File: src/rtl/fuse_seq_pkg.sv
package fuse_seq_pkg;
  localparam logic [15:0] UNLOCK_KEY = 16'h3E77;

  localparam logic [7:0] OFS_CTRL   = 8'h00;
  localparam logic [7:0] OFS_SET    = 8'h04;
  localparam logic [7:0] OFS_CLR    = 8'h08;
  localparam logic [7:0] OFS_TIMING = 8'h10;
  localparam logic [7:0] OFS_DATA   = 8'h20;
  localparam logic [7:0] OFS_RDREQ  = 8'h30;
  localparam logic [7:0] OFS_RDDATA = 8'h40;

  localparam int BUSY_BIT = 8;
  localparam int ERR_BIT  = 9;
  localparam int KEY_LSB  = 16;

  localparam int PROG_LSB  = 0;
  localparam int RELAX_LSB = 12;
  localparam int READ_LSB  = 16;

  typedef struct packed {
    logic startProg;
    logic startSense;
    logic finishProg;
    logic finishSense;
    logic raiseErr;
  } seq_strobe_t;

  typedef enum logic [1:0] {
    PH_IDLE,
    PH_RELAX_A,
    PH_STROBE,
    PH_RELAX_B
  } seq_phase_t;
endpackage

File: src/rtl/fuse_seq_ctrl.sv
module fuse_seq_ctrl
  import fuse_seq_pkg::*;
#(
  parameter int PROG_W  = 12,
  parameter int RELAX_W = 4,
  parameter int READ_W  = 6
) (
  input  logic               clk,
  input  logic               rstN,
  input  logic               busWrite,
  input  logic [7:0]         busAddr,
  input  logic               reqBit,
  input  logic               keyOk,
  input  logic [PROG_W-1:0]  progStrobe,
  input  logic [RELAX_W-1:0] relaxCount,
  input  logic [READ_W-1:0]  readStrobe,
  output seq_strobe_t        strb,
  output logic               busy
);
  localparam int MAX_RS = (RELAX_W > READ_W) ? RELAX_W : READ_W;
  localparam int CNT_W  = (PROG_W > MAX_RS) ? PROG_W : MAX_RS;

  seq_phase_t       phase;
  logic [CNT_W-1:0] cnt;
  logic             opIsProg;
  logic             progReq;
  logic             senseReq;
  logic             lastCycle;
  logic [CNT_W-1:0] relaxLoad;
  logic [CNT_W-1:0] strobeLen;

  assign progReq   = busWrite && (busAddr == OFS_DATA);
  assign senseReq  = busWrite && (busAddr == OFS_RDREQ) && reqBit;
  assign busy      = (phase != PH_IDLE);
  assign lastCycle = (phase == PH_RELAX_B) && (cnt == '0);
  assign relaxLoad = CNT_W'(relaxCount);
  assign strobeLen = opIsProg ? CNT_W'(progStrobe) : CNT_W'(readStrobe);

  always_comb begin
    strb.startProg   = !busy && progReq && keyOk;
    strb.startSense  = !busy && senseReq;
    strb.finishProg  = lastCycle && opIsProg;
    strb.finishSense = lastCycle && !opIsProg;
    strb.raiseErr    = (busy && (progReq || senseReq)) || (!busy && progReq && !keyOk);
  end

  always_ff @(posedge clk or negedge rstN) begin
    if (!rstN) begin
      phase    <= PH_IDLE;
      cnt      <= '0;
      opIsProg <= 1'b0;
    end else begin
      unique case (phase)
        PH_IDLE: begin
          if (strb.startProg || strb.startSense) begin
            phase    <= PH_RELAX_A;
            cnt      <= relaxLoad;
            opIsProg <= strb.startProg;
          end
        end
        PH_RELAX_A: begin
          if (cnt != '0) begin
            cnt <= cnt - 1'b1;
          end else if (strobeLen == '0) begin
            phase <= PH_RELAX_B;
            cnt   <= relaxLoad;
          end else begin
            phase <= PH_STROBE;
            cnt   <= strobeLen - 1'b1;
          end
        end
        PH_STROBE: begin
          if (cnt != '0) begin
            cnt <= cnt - 1'b1;
          end else begin
            phase <= PH_RELAX_B;
            cnt   <= relaxLoad;
          end
        end
        default: begin
          if (cnt != '0) cnt <= cnt - 1'b1;
          else phase <= PH_IDLE;
        end
      endcase
    end
  end

  AST_NOKEY_NO_START: assert property (@(posedge clk) disable iff (!rstN)
    (!busy && progReq && !keyOk) |=> !busy);

  AST_BUSY_HOLDS: assert property (@(posedge clk) disable iff (!rstN)
    (busy && !lastCycle) |=> busy);

  AST_BUSY_DROPS: assert property (@(posedge clk) disable iff (!rstN)
    lastCycle |=> !busy);
endmodule

File: src/rtl/fuse_seq_datapath.sv
module fuse_seq_datapath
  import fuse_seq_pkg::*;
#(
  parameter int BANKS          = 4,
  parameter int WORDS_PER_BANK = 8,
  parameter int PROG_W         = 12,
  parameter int RELAX_W        = 4,
  parameter int READ_W         = 6
) (
  input  logic               clk,
  input  logic               rstN,
  input  logic               busWrite,
  input  logic [7:0]         busAddr,
  input  logic [31:0]        busWdata,
  output logic [31:0]        busRdata,
  input  seq_strobe_t        strb,
  input  logic               busy,
  output logic               keyOk,
  output logic [PROG_W-1:0]  progStrobe,
  output logic [RELAX_W-1:0] relaxCount,
  output logic [READ_W-1:0]  readStrobe
);
  localparam int NUM_WORDS = BANKS * WORDS_PER_BANK;
  localparam int ADDR_W    = $clog2(NUM_WORDS);

  logic [15:0]       unlockKey;
  logic [15:0]       keyBase;
  logic [ADDR_W-1:0] addrField;
  logic [ADDR_W-1:0] opAddr;
  logic              errFlag;
  logic [31:0]       dataReg;
  logic [31:0]       readData;
  logic [31:0]       fuseMem [NUM_WORDS];
  logic [31:0]       curWord;
  logic [31:0]       ctrlView;
  logic [31:0]       timingView;
  logic              ctrlWr;
  logic              setWr;
  logic              clrWr;
  logic              timWr;

  assign ctrlWr  = busWrite && (busAddr == OFS_CTRL);
  assign setWr   = busWrite && (busAddr == OFS_SET);
  assign clrWr   = busWrite && (busAddr == OFS_CLR);
  assign timWr   = busWrite && (busAddr == OFS_TIMING);
  assign keyOk   = (unlockKey == UNLOCK_KEY);
  assign keyBase = strb.finishProg ? 16'h0 : unlockKey;
  assign curWord = fuseMem[opAddr];

  always_ff @(posedge clk or negedge rstN) begin
    if (!rstN) begin
      for (int i = 0; i < NUM_WORDS; i++) fuseMem[i] <= '0;
    end else if (strb.finishProg) begin
      fuseMem[opAddr] <= fuseMem[opAddr] | dataReg;
    end
  end

  always_ff @(posedge clk or negedge rstN) begin
    if (!rstN) begin
      unlockKey  <= '0;
      addrField  <= '0;
      errFlag    <= 1'b0;
      dataReg    <= '0;
      readData   <= '0;
      opAddr     <= '0;
      progStrobe <= PROG_W'(8);
      relaxCount <= RELAX_W'(1);
      readStrobe <= READ_W'(4);
    end else begin
      unlockKey <= keyBase;
      if (strb.finishSense) readData <= curWord;
      if (strb.startProg) begin
        dataReg <= busWdata;
        opAddr  <= addrField;
      end
      if (strb.startSense) opAddr <= addrField;
      if (strb.raiseErr) errFlag <= 1'b1;
      if (ctrlWr) begin
        unlockKey <= busWdata[KEY_LSB +: 16];
        addrField <= busWdata[ADDR_W-1:0];
      end
      if (setWr) begin
        unlockKey <= keyBase | busWdata[KEY_LSB +: 16];
        addrField <= addrField | busWdata[ADDR_W-1:0];
        if (busWdata[ERR_BIT]) errFlag <= 1'b1;
      end
      if (clrWr) begin
        unlockKey <= keyBase & ~busWdata[KEY_LSB +: 16];
        addrField <= addrField & ~busWdata[ADDR_W-1:0];
        if (busWdata[ERR_BIT]) errFlag <= 1'b0;
      end
      if (timWr) begin
        progStrobe <= busWdata[PROG_LSB +: PROG_W];
        relaxCount <= busWdata[RELAX_LSB +: RELAX_W];
        readStrobe <= busWdata[READ_LSB +: READ_W];
      end
    end
  end

  always_comb begin
    ctrlView                   = '0;
    ctrlView[KEY_LSB +: 16]    = unlockKey;
    ctrlView[ERR_BIT]          = errFlag;
    ctrlView[BUSY_BIT]         = busy;
    ctrlView[ADDR_W-1:0]       = addrField;
    timingView                 = '0;
    timingView[PROG_LSB +: PROG_W]   = progStrobe;
    timingView[RELAX_LSB +: RELAX_W] = relaxCount;
    timingView[READ_LSB +: READ_W]   = readStrobe;
    unique case (busAddr)
      OFS_CTRL, OFS_SET, OFS_CLR: busRdata = ctrlView;
      OFS_TIMING:                 busRdata = timingView;
      OFS_DATA:                   busRdata = dataReg;
      OFS_RDDATA:                 busRdata = readData;
      default:                    busRdata = '0;
    endcase
  end

  AST_KEY_SELF_CLEAR: assert property (@(posedge clk) disable iff (!rstN)
    (strb.finishProg && !ctrlWr && !setWr) |=> (unlockKey == 16'h0));

  AST_FUSE_MONOTONIC: assert property (@(posedge clk) disable iff (!rstN)
    strb.finishProg |=> ((curWord & $past(curWord)) == $past(curWord)));

  AST_ERR_ON_REFUSED: assert property (@(posedge clk) disable iff (!rstN)
    strb.raiseErr |=> errFlag);

  AST_ERR_STICKY: assert property (@(posedge clk) disable iff (!rstN)
    (errFlag && !(clrWr && busWdata[ERR_BIT])) |=> errFlag);
endmodule

File: src/rtl/fuse_sequencer.sv
module fuse_sequencer
  import fuse_seq_pkg::*;
#(
  parameter int BANKS          = 4,
  parameter int WORDS_PER_BANK = 8,
  parameter int PROG_W         = 12,
  parameter int RELAX_W        = 4,
  parameter int READ_W         = 6
) (
  input  logic        clk,
  input  logic        rstN,
  input  logic        busWrite,
  input  logic [7:0]  busAddr,
  input  logic [31:0] busWdata,
  output logic [31:0] busRdata
);
  seq_strobe_t        strb;
  logic               busy;
  logic               keyOk;
  logic [PROG_W-1:0]  progStrobe;
  logic [RELAX_W-1:0] relaxCount;
  logic [READ_W-1:0]  readStrobe;

  fuse_seq_ctrl #(
    .PROG_W(PROG_W), .RELAX_W(RELAX_W), .READ_W(READ_W)
  ) i_ctrl (
    .clk(clk), .rstN(rstN), .busWrite(busWrite), .busAddr(busAddr),
    .reqBit(busWdata[0]), .keyOk(keyOk), .progStrobe(progStrobe),
    .relaxCount(relaxCount), .readStrobe(readStrobe), .strb(strb), .busy(busy)
  );

  fuse_seq_datapath #(
    .BANKS(BANKS), .WORDS_PER_BANK(WORDS_PER_BANK),
    .PROG_W(PROG_W), .RELAX_W(RELAX_W), .READ_W(READ_W)
  ) i_datapath (
    .clk(clk), .rstN(rstN), .busWrite(busWrite), .busAddr(busAddr),
    .busWdata(busWdata), .busRdata(busRdata), .strb(strb), .busy(busy),
    .keyOk(keyOk), .progStrobe(progStrobe), .relaxCount(relaxCount),
    .readStrobe(readStrobe)
  );
endmodule

File: config.mk
export PLATFORM = sky130hd
export DESIGN_NAME = fuse_sequencer
export DESIGN_NICKNAME = d
export VERILOG_FILES = /design/src/rtl/fuse_seq_pkg.sv /design/src/rtl/fuse_seq_ctrl.sv /design/src/rtl/fuse_seq_datapath.sv /design/src/rtl/fuse_sequencer.sv
export SDC_FILE = /design/constraint.sdc
export NUM_CORES = 2
export LEC_CHECK = 0
export ABC_CLOCK_PERIOD_IN_PS = 5000
export BUFFER_PORTS_ARGS = -buffer_cell sky130_fd_sc_hd__buf_2
export CAP_MARGIN = 20
export CORE_MARGIN = 4
export CORE_UTILIZATION = 30
export CTS_BUF_LIST = sky130_fd_sc_hd__clkbuf_4
export DETAILED_ROUTE_END_ITERATION = 8
export HOLD_SLACK_MARGIN = 0.08
export PLACE_DENSITY_LB_ADDON = 0.2
export SLEW_MARGIN = 10
export SYNTH_ARGS = -nofsm -noshare
export SYNTH_HDL_FRONTEND = slang
export SYNTH_SLANG_ARGS = --single-unit
File: constraint.sdc
create_clock -name clk -period 5 [get_ports clk]
set_clock_uncertainty 0.1 [all_clocks]
set_input_delay 0.25 -clock clk [delete_from_list [all_inputs] [get_ports clk]]
set_output_delay 0.25 -clock clk [all_outputs]
set_load 0.05 [all_outputs]
# After elaboration in Yosys (flattened, before gate mapping)

Cells that the tools add are included.

Flip-flop bits (word level): 1152
Input port bits: 43

Multiplexer cells: 34
Magnitude comparators: 2
Bitwise logic cells: 8
Reduce and logical (&&, ||, !) cells: 35
Equality and inequality tests: 14
Add/sub/neg operators: 2

Operators with widths:

| operator              | count |
|---|---|
| $bwmux 1024           | 1 |
| $bmux 32 s5           | 1 |
| $demux 32 s5          | 1 |
| $pmux 32 s4           | 1 |
| $mux 32               | 3 |
| $mux 12               | 6 |
| $mux 16               | 4 |
| $pmux 12 s3           | 1 |
| $or 32x32->32         | 1 |
| $mux 5                | 5 |
| $logic_not 12->1      | 2 |
| $sub 12x1->12 const B | 2 |
| $and 16x16->16        | 1 |
| $eq 16x14->1 const B  | 1 |
| $eq 8x6->1 const B    | 2 |
| $logic_and 1x1->1     | 16 |
| $not 16->16           | 1 |
| $or 16x16->16         | 1 |
| $reduce_bool 12->1    | 1 |
| $eq 8x3->1 const B    | 1 |
| $eq 8x4->1 const B    | 1 |
| $eq 8x5->1 const B    | 1 |
| $eq 8x7->1 const B    | 1 |
| $logic_not 8->1       | 1 |
| other kinds (22)      | 39 |

# Depth between registers and ports, before layout

Word-level depth: 11
Gate-level depth with buffers: 11
Depth with buffers taken out: 8

# Cells and area by module

Synthesis repeated with hierarchy kept, for this count alone.

Cells, all modules: 6321
Area, all modules: 60186.5 sq um

By module, submodules not included:

| module            | seq. area each (sq um) | cells each | instances | area each (sq um) |
|---|---|---|---|---|
| fuse_seq_datapath | 28456.0                | 6092       | 1         | 58491.1 |
| fuse_seq_ctrl     | 375.4                  | 229        | 1         | 1695.4 |

# Worst setup path before layout

OpenSTA, ideal clock, no wires.

Path kind: flip-flop to flip-flop
Start: register i_datapath.opAddr[0]
End: register i_datapath.fuseMem[111] in the netlist's numbering
Path slack: 2.046 ns
Library setup time: 0.137 ns
Cell stages (with the launch flop): 10
Path buffers: 4
Data arrival time: 2.717 ns
Path through: dfrtp_1 -> clkbuf_1 -> clkbuf_1 -> buf_1 -> mux4_2 -> a22oi_1 -> nand4_1 -> nor2_1 -> clkbuf_1 -> a21oi_1

Word-level cells in the longest chain between the ends: 6

RTL lines:

| what                                                               | RTL line                | text |
|---|---|---|
| from (decl)                                                        | fuse_seq_datapath.sv:29 | `logic [ADDR_W-1:0] opAddr;` |
| from (signal assigned)                                             | fuse_seq_datapath.sv:74 | `opAddr <= addrField;` |
| from (signal assigned)                                             | fuse_seq_datapath.sv:76 | `if (strb.startSense) opAddr <= addrField;` |
| $not 5->6 (not written as such) *                                  | fuse_seq_datapath.sv:54 | `fuseMem[opAddr] <= fuseMem[opAddr] \| dataReg;` |
| $ge 6x6->1 (not written as such) (tied with other cells)           | fuse_seq_datapath.sv:54 |  |
| $logic_and 1x1->1 (not written as such) or $mux 32 (tied branches) | fuse_seq_datapath.sv:54 |  |
| $mux 32 (not written as such)                                      | fuse_seq_datapath.sv:54 |  |
| $demux 32 s5 or $or 32x32->32 (tied branches)                      | fuse_seq_datapath.sv:54 |  |
| $bwmux 1024 *                                                      | fuse_seq_datapath.sv:54 |  |
| to (signal, indexed assignment)                                    | fuse_seq_datapath.sv:54 |  |
| to (decl)                                                          | fuse_seq_datapath.sv:33 | `logic [31:0] fuseMem [NUM_WORDS];` |

Every way passes the cells marked *; elsewhere a longest branch is shown, timed or not. The select of a mux whose other input is x is not followed.
A chain may end at the register's enable or synchronous reset.

# Final worst setup path

Start: register i_ctrl.cnt[4]
End: register i_datapath.unlockKey[10]

Word-level cells in the longest chain between the ends: 7

RTL lines:

| what                                     | RTL line                                         | text |
|---|---|---|
| from (decl)                              | fuse_seq_ctrl.sv:24                              | `logic [CNT_W-1:0] cnt;` |
| from (signal assigned)                   | fuse_seq_ctrl.sv:57                              | `cnt <= relaxLoad;` |
| from (signal assigned)                   | fuse_seq_ctrl.sv:63                              | `cnt <= cnt - 1'b1;` |
| from (signal assigned)                   | fuse_seq_ctrl.sv:66                              | `cnt <= relaxLoad;` |
| $logic_not 12->1 *                       | fuse_seq_ctrl.sv:35                              | `assign lastCycle = (phase == PH_RELAX_B) && (cnt == '0);` |
| $logic_and 1x1->1 *                      | fuse_seq_ctrl.sv:35                              |  |
| $logic_and 1x1->1 *                      | fuse_seq_ctrl.sv:42                              | `strb.finishProg = lastCycle && opIsProg;` |
| $mux 16 *                                | fuse_seq_datapath.sv:47                          | `assign keyBase = strb.finishProg ? 16'h0 : unlockKey;` |
| $mux 16 or $or 16x16->16 (tied branches) | fuse_seq_datapath.sv:78, fuse_seq_datapath.sv:83 |  |
| $mux 16                                  | fuse_seq_datapath.sv:82                          | `if (setWr) begin` |
| $mux 16 *                                | fuse_seq_datapath.sv:87                          | `if (clrWr) begin` |
| to (signal assigned)                     | fuse_seq_datapath.sv:79                          | `unlockKey <= busWdata[KEY_LSB +: 16];` |
| to (signal assigned)                     | fuse_seq_datapath.sv:83                          | `unlockKey <= keyBase \| busWdata[KEY_LSB +: 16];` |
| to (signal assigned)                     | fuse_seq_datapath.sv:88                          | `unlockKey <= keyBase & ~busWdata[KEY_LSB +: 16];` |
| to (decl)                                | fuse_seq_datapath.sv:26                          | `logic [15:0] unlockKey;` |

Every way passes the cells marked *; elsewhere a longest branch is shown, timed or not.

==> flow_summary.yaml <==
worst_setup_path:
  crit_start: "i_ctrl.cnt[4]"
  crit_fanout: 16
  cp.depth: 7
  worstPathRequired_ps: 6030
  crit_slowest_cell: "nor4_4"
  crit_chain: "or4_1 > nor4_4 > nand2_2 > and2_1 > a22oi_1 > a21oi_1 > dlygate4sd3_1"
  r2r_start: "i_ctrl.cnt[4]"
  worst_path_largest_cell_delay_ps: 810
  critPathBufInv: 1
  criticalPathCategory: "flip-flop to flip-flop"
  cp-end-kind: "flip-flop"
  critPathTopFamily: "simple AND/OR/NAND/NOR gates"
  arrival_ps: 5320
  rr_worst_depth: 7
  critPathLaunchType: "flip-flop"
global_routing:
  overflow: 0
  grt_max_degree: 142
  track_usage: 0.1950
  antenna_found_initial: 4
  grt_pass1_vias: 37466
  grt_first_pass_wirelength_um: 252400
clock_network:
  clock-sinks: 1152
  root_buffer: "clkbuf_4"
  cts_buffers: 327
  clk_pin_slew_ps: 70
  cts_tree: "done"
  ctsResizeCount: 0
  post_cts_buffers: 0
  ctsHoldBuffers: 111
  htreeDepth: 5
  clock_path_buffers: 4
  insertion_delay_ps: 1290
timing:
  fin_crit_sh: 0.8574
  relSlewSlack: 0.3300
  tns_ps: 0
  setup_violations: 0
  timing.fmax_mhz: 233.3
  final_hold_viol_count: 0
  hold_ws_ps: 257.1
  finalMaxSlewViolations: 0
  tightest_slew_ps: 1003
  min_period_ps: 4287
  rsz0062_at_grt: "false"
yosys:
  synth_seq_area_share: 0.5718
  synth.distinct_cells: 61
  syn_nets: 4608
  synth_cells: 4558
  ys_ff_latch: 1152
  synth_warnings: 0
  netlist_area_um2: 50420
  synth_flop_cell: "dfrtp_1"
  syn-mean-instance-area_um2: 11.06
  async_flop_share: 1.000
  synth_edf_count: 0
detailed_routing:
  vias: 37115
  via_per_inst: 5.131
  ant_nets: 0
  wl_per_cell_um: 23.50
  wirelength_um: 170000
  dr.pass1.iters: 6
  drtIter0Drc: 3523
  drc: 0
power_and_ir_drop:
  pwr-share-seq: 0.497
  power.switching_mw: 4.792
  p_comb_frac: 0.055
  power-per-cell-area_nw_per_um2: 323.9
  clockPowerShare: 0.448
  max-vdd-ir-drop_mv: 0.1757
  total_power_mw: 19.03
  p_int_mw: 14.24
  switching_share: 0.2518
  p_leak_nw: 26.91
worst_hold_path:
  min_path_type: "primary input to flip-flop"
  whs_path_depth: 4
  hp-start: "busWdata[7]"
flow_run:
  max_cap_violations: 0
floorplanning:
  core_um2: 167000
  core.rowCount: 150
  initial_core_util: 0.3019
  fp.dieH_um: 418.0
  die_x_um: 418.0
  pin_count: 75
  die_area_um2: 174700
placement:
  dp_hpwl_um: 96950
  io_buffers: 74
  place.gp.congestion: 0.7894
cells_and_area:
  drive_above_1_share: 0.2340
  area_growth_pct: 16.50
  nets: 4865
  fin_util: 0.3517
run_status:
  status: "finished, final reports clean"
-- worst min-delay path: stages --
cell and delay, ps:
dlygate4sd3_1 510, buf_2 90, dlygate4sd3_1 560, mux2_2 150
-- per-stage QoR --
step / std cells / setup slack [ps] / instance area (um^2)
3_3_place_gp: 6579 / 1211 / 53700
5_1_grt: 7233 / 531.8 / 58740
4_1_cts: 7230 / 759.9 / 58740
2_1_floorplan: 4558 / 2046 / 50420
6_report: 7233 / 713.1 / 58740
3_5_place_dp: 6579 / 1112 / 53700
-- layout make-up --
class                   count  area (um^2)
repair buffers            349         3291
multi-input cells        2956        19830
fillers                 16836       108300
well taps                2204         2758
diodes                      3        7.507
clock buffers             478         3588
clock inverters            62        322.8
inverters                  29        108.9
flip-flops and latches   1152        28840
-- path summary, 6_finish.rpt --
| kind | endpoint | slack (ps) |
|---|---|---|
| setup / recovery | i_datapath.unlockKey[10] | 710 |
| hold / removal | i_datapath.progStrobe[7] | 260 |
| setup reg to reg | i_datapath.unlockKey[10] | 710 |
| hold reg to reg | i_datapath.readData[21] | 410 |
| max in group asynchronous | i_datapath.fuseMem[615] | 2780 |
| min in group asynchronous | i_datapath.fuseMem[74] | 690 |
-- state kept, by name (all words and copies together) (netlist names), 2 cells and up --
signal	count
i_ctrl.cnt	12
i_datapath.relaxCount	4
i_datapath.readData	32
i_datapath.dataReg	32
i_datapath.readStrobe	6
i_datapath.unlockKey	16
i_datapath.addrField	5
i_datapath.fuseMem	1024
i_ctrl.phase	2
i_datapath.progStrobe	12
i_datapath.opAddr	5
-- power by group through the flow --
stage	clock network (mW)	logic, mW	registers [mW]
after floorplan	0	0.555	9.60
after global placement	0	0.960	9.64
after detailed placement	0	0.961	9.64
after CTS	8.84	1.04	9.46
after global routing	9.35	1.16	9.47
final	8.52	1.04	9.47
-- kinds of logic (layout without fill, tap and decap cells) --
kind of cell | Yosys count | after routing | synth area share
buf+inv | 450 | 918 | 0.03851
fa+ha+maj | 7 | 7 | 0.001737
other cells | 0 | 3 | 0
simple gates | 1270 | 1270 | 0.1072
compound gates | 1315 | 1315 | 0.1430
mux | 355 | 355 | 0.1363
flops | 1152 | 1152 | 0.5718
xor+xnor | 9 | 9 | 0.001563
-- cells in the final DEF (no fill, tap or decap), drive strengths merged, types with 4 or more instances in the layout --
cell         count
a211oi           8
a21oi         1063
a222oi          19
a22oi          174
buf            239
clkbuf         478
clkinv          55
dfrtp         1149
dlygate4sd3    110
ha               7
inv             32
mux2            92
mux2i            7
mux4           256
nand2           32
nand2b           4
nand3            6
nand4           35
nand4b           5
nor2          1114
nor3            16
nor3b            6
nor4            17
o21ai           29
or3              7
or4              4
xnor2            6
-- synthesized netlist by cell type, drive strengths merged (5+ instances only) --
cell    number  area (um^2)
dfrtp     1149        28750
nor2      1114         4322
a21oi     1063         5320
mux4       256         5766
buf        225         1097
clkbuf     196        735.7
a22oi      174         1306
mux2        92         1036
nand4       35        234.0
nand2       32        122.6
o21ai       29        145.1
inv         28        105.1
a222oi      19        190.2
nor4        17        241.5
nor3        16        80.08
a211oi       8        65.06
ha           7        87.58
mux2i        7        70.07
or3          7        43.79
nand3        6        30.03
nor3b        6        45.04
xnor2        6        52.55
nand4b       5        43.79
-- routing by layer --
metal  part of all wire  global-route usage  up-vias
met3              0.052             0.03448      251
met5                  0                   0        -
met2               0.47              0.3053     1112
met1               0.46              0.2769    18904
li1                   -                   -    16848
met4              0.022             0.05880        0
No activity file was read; power rests on OpenSTA's default activity.
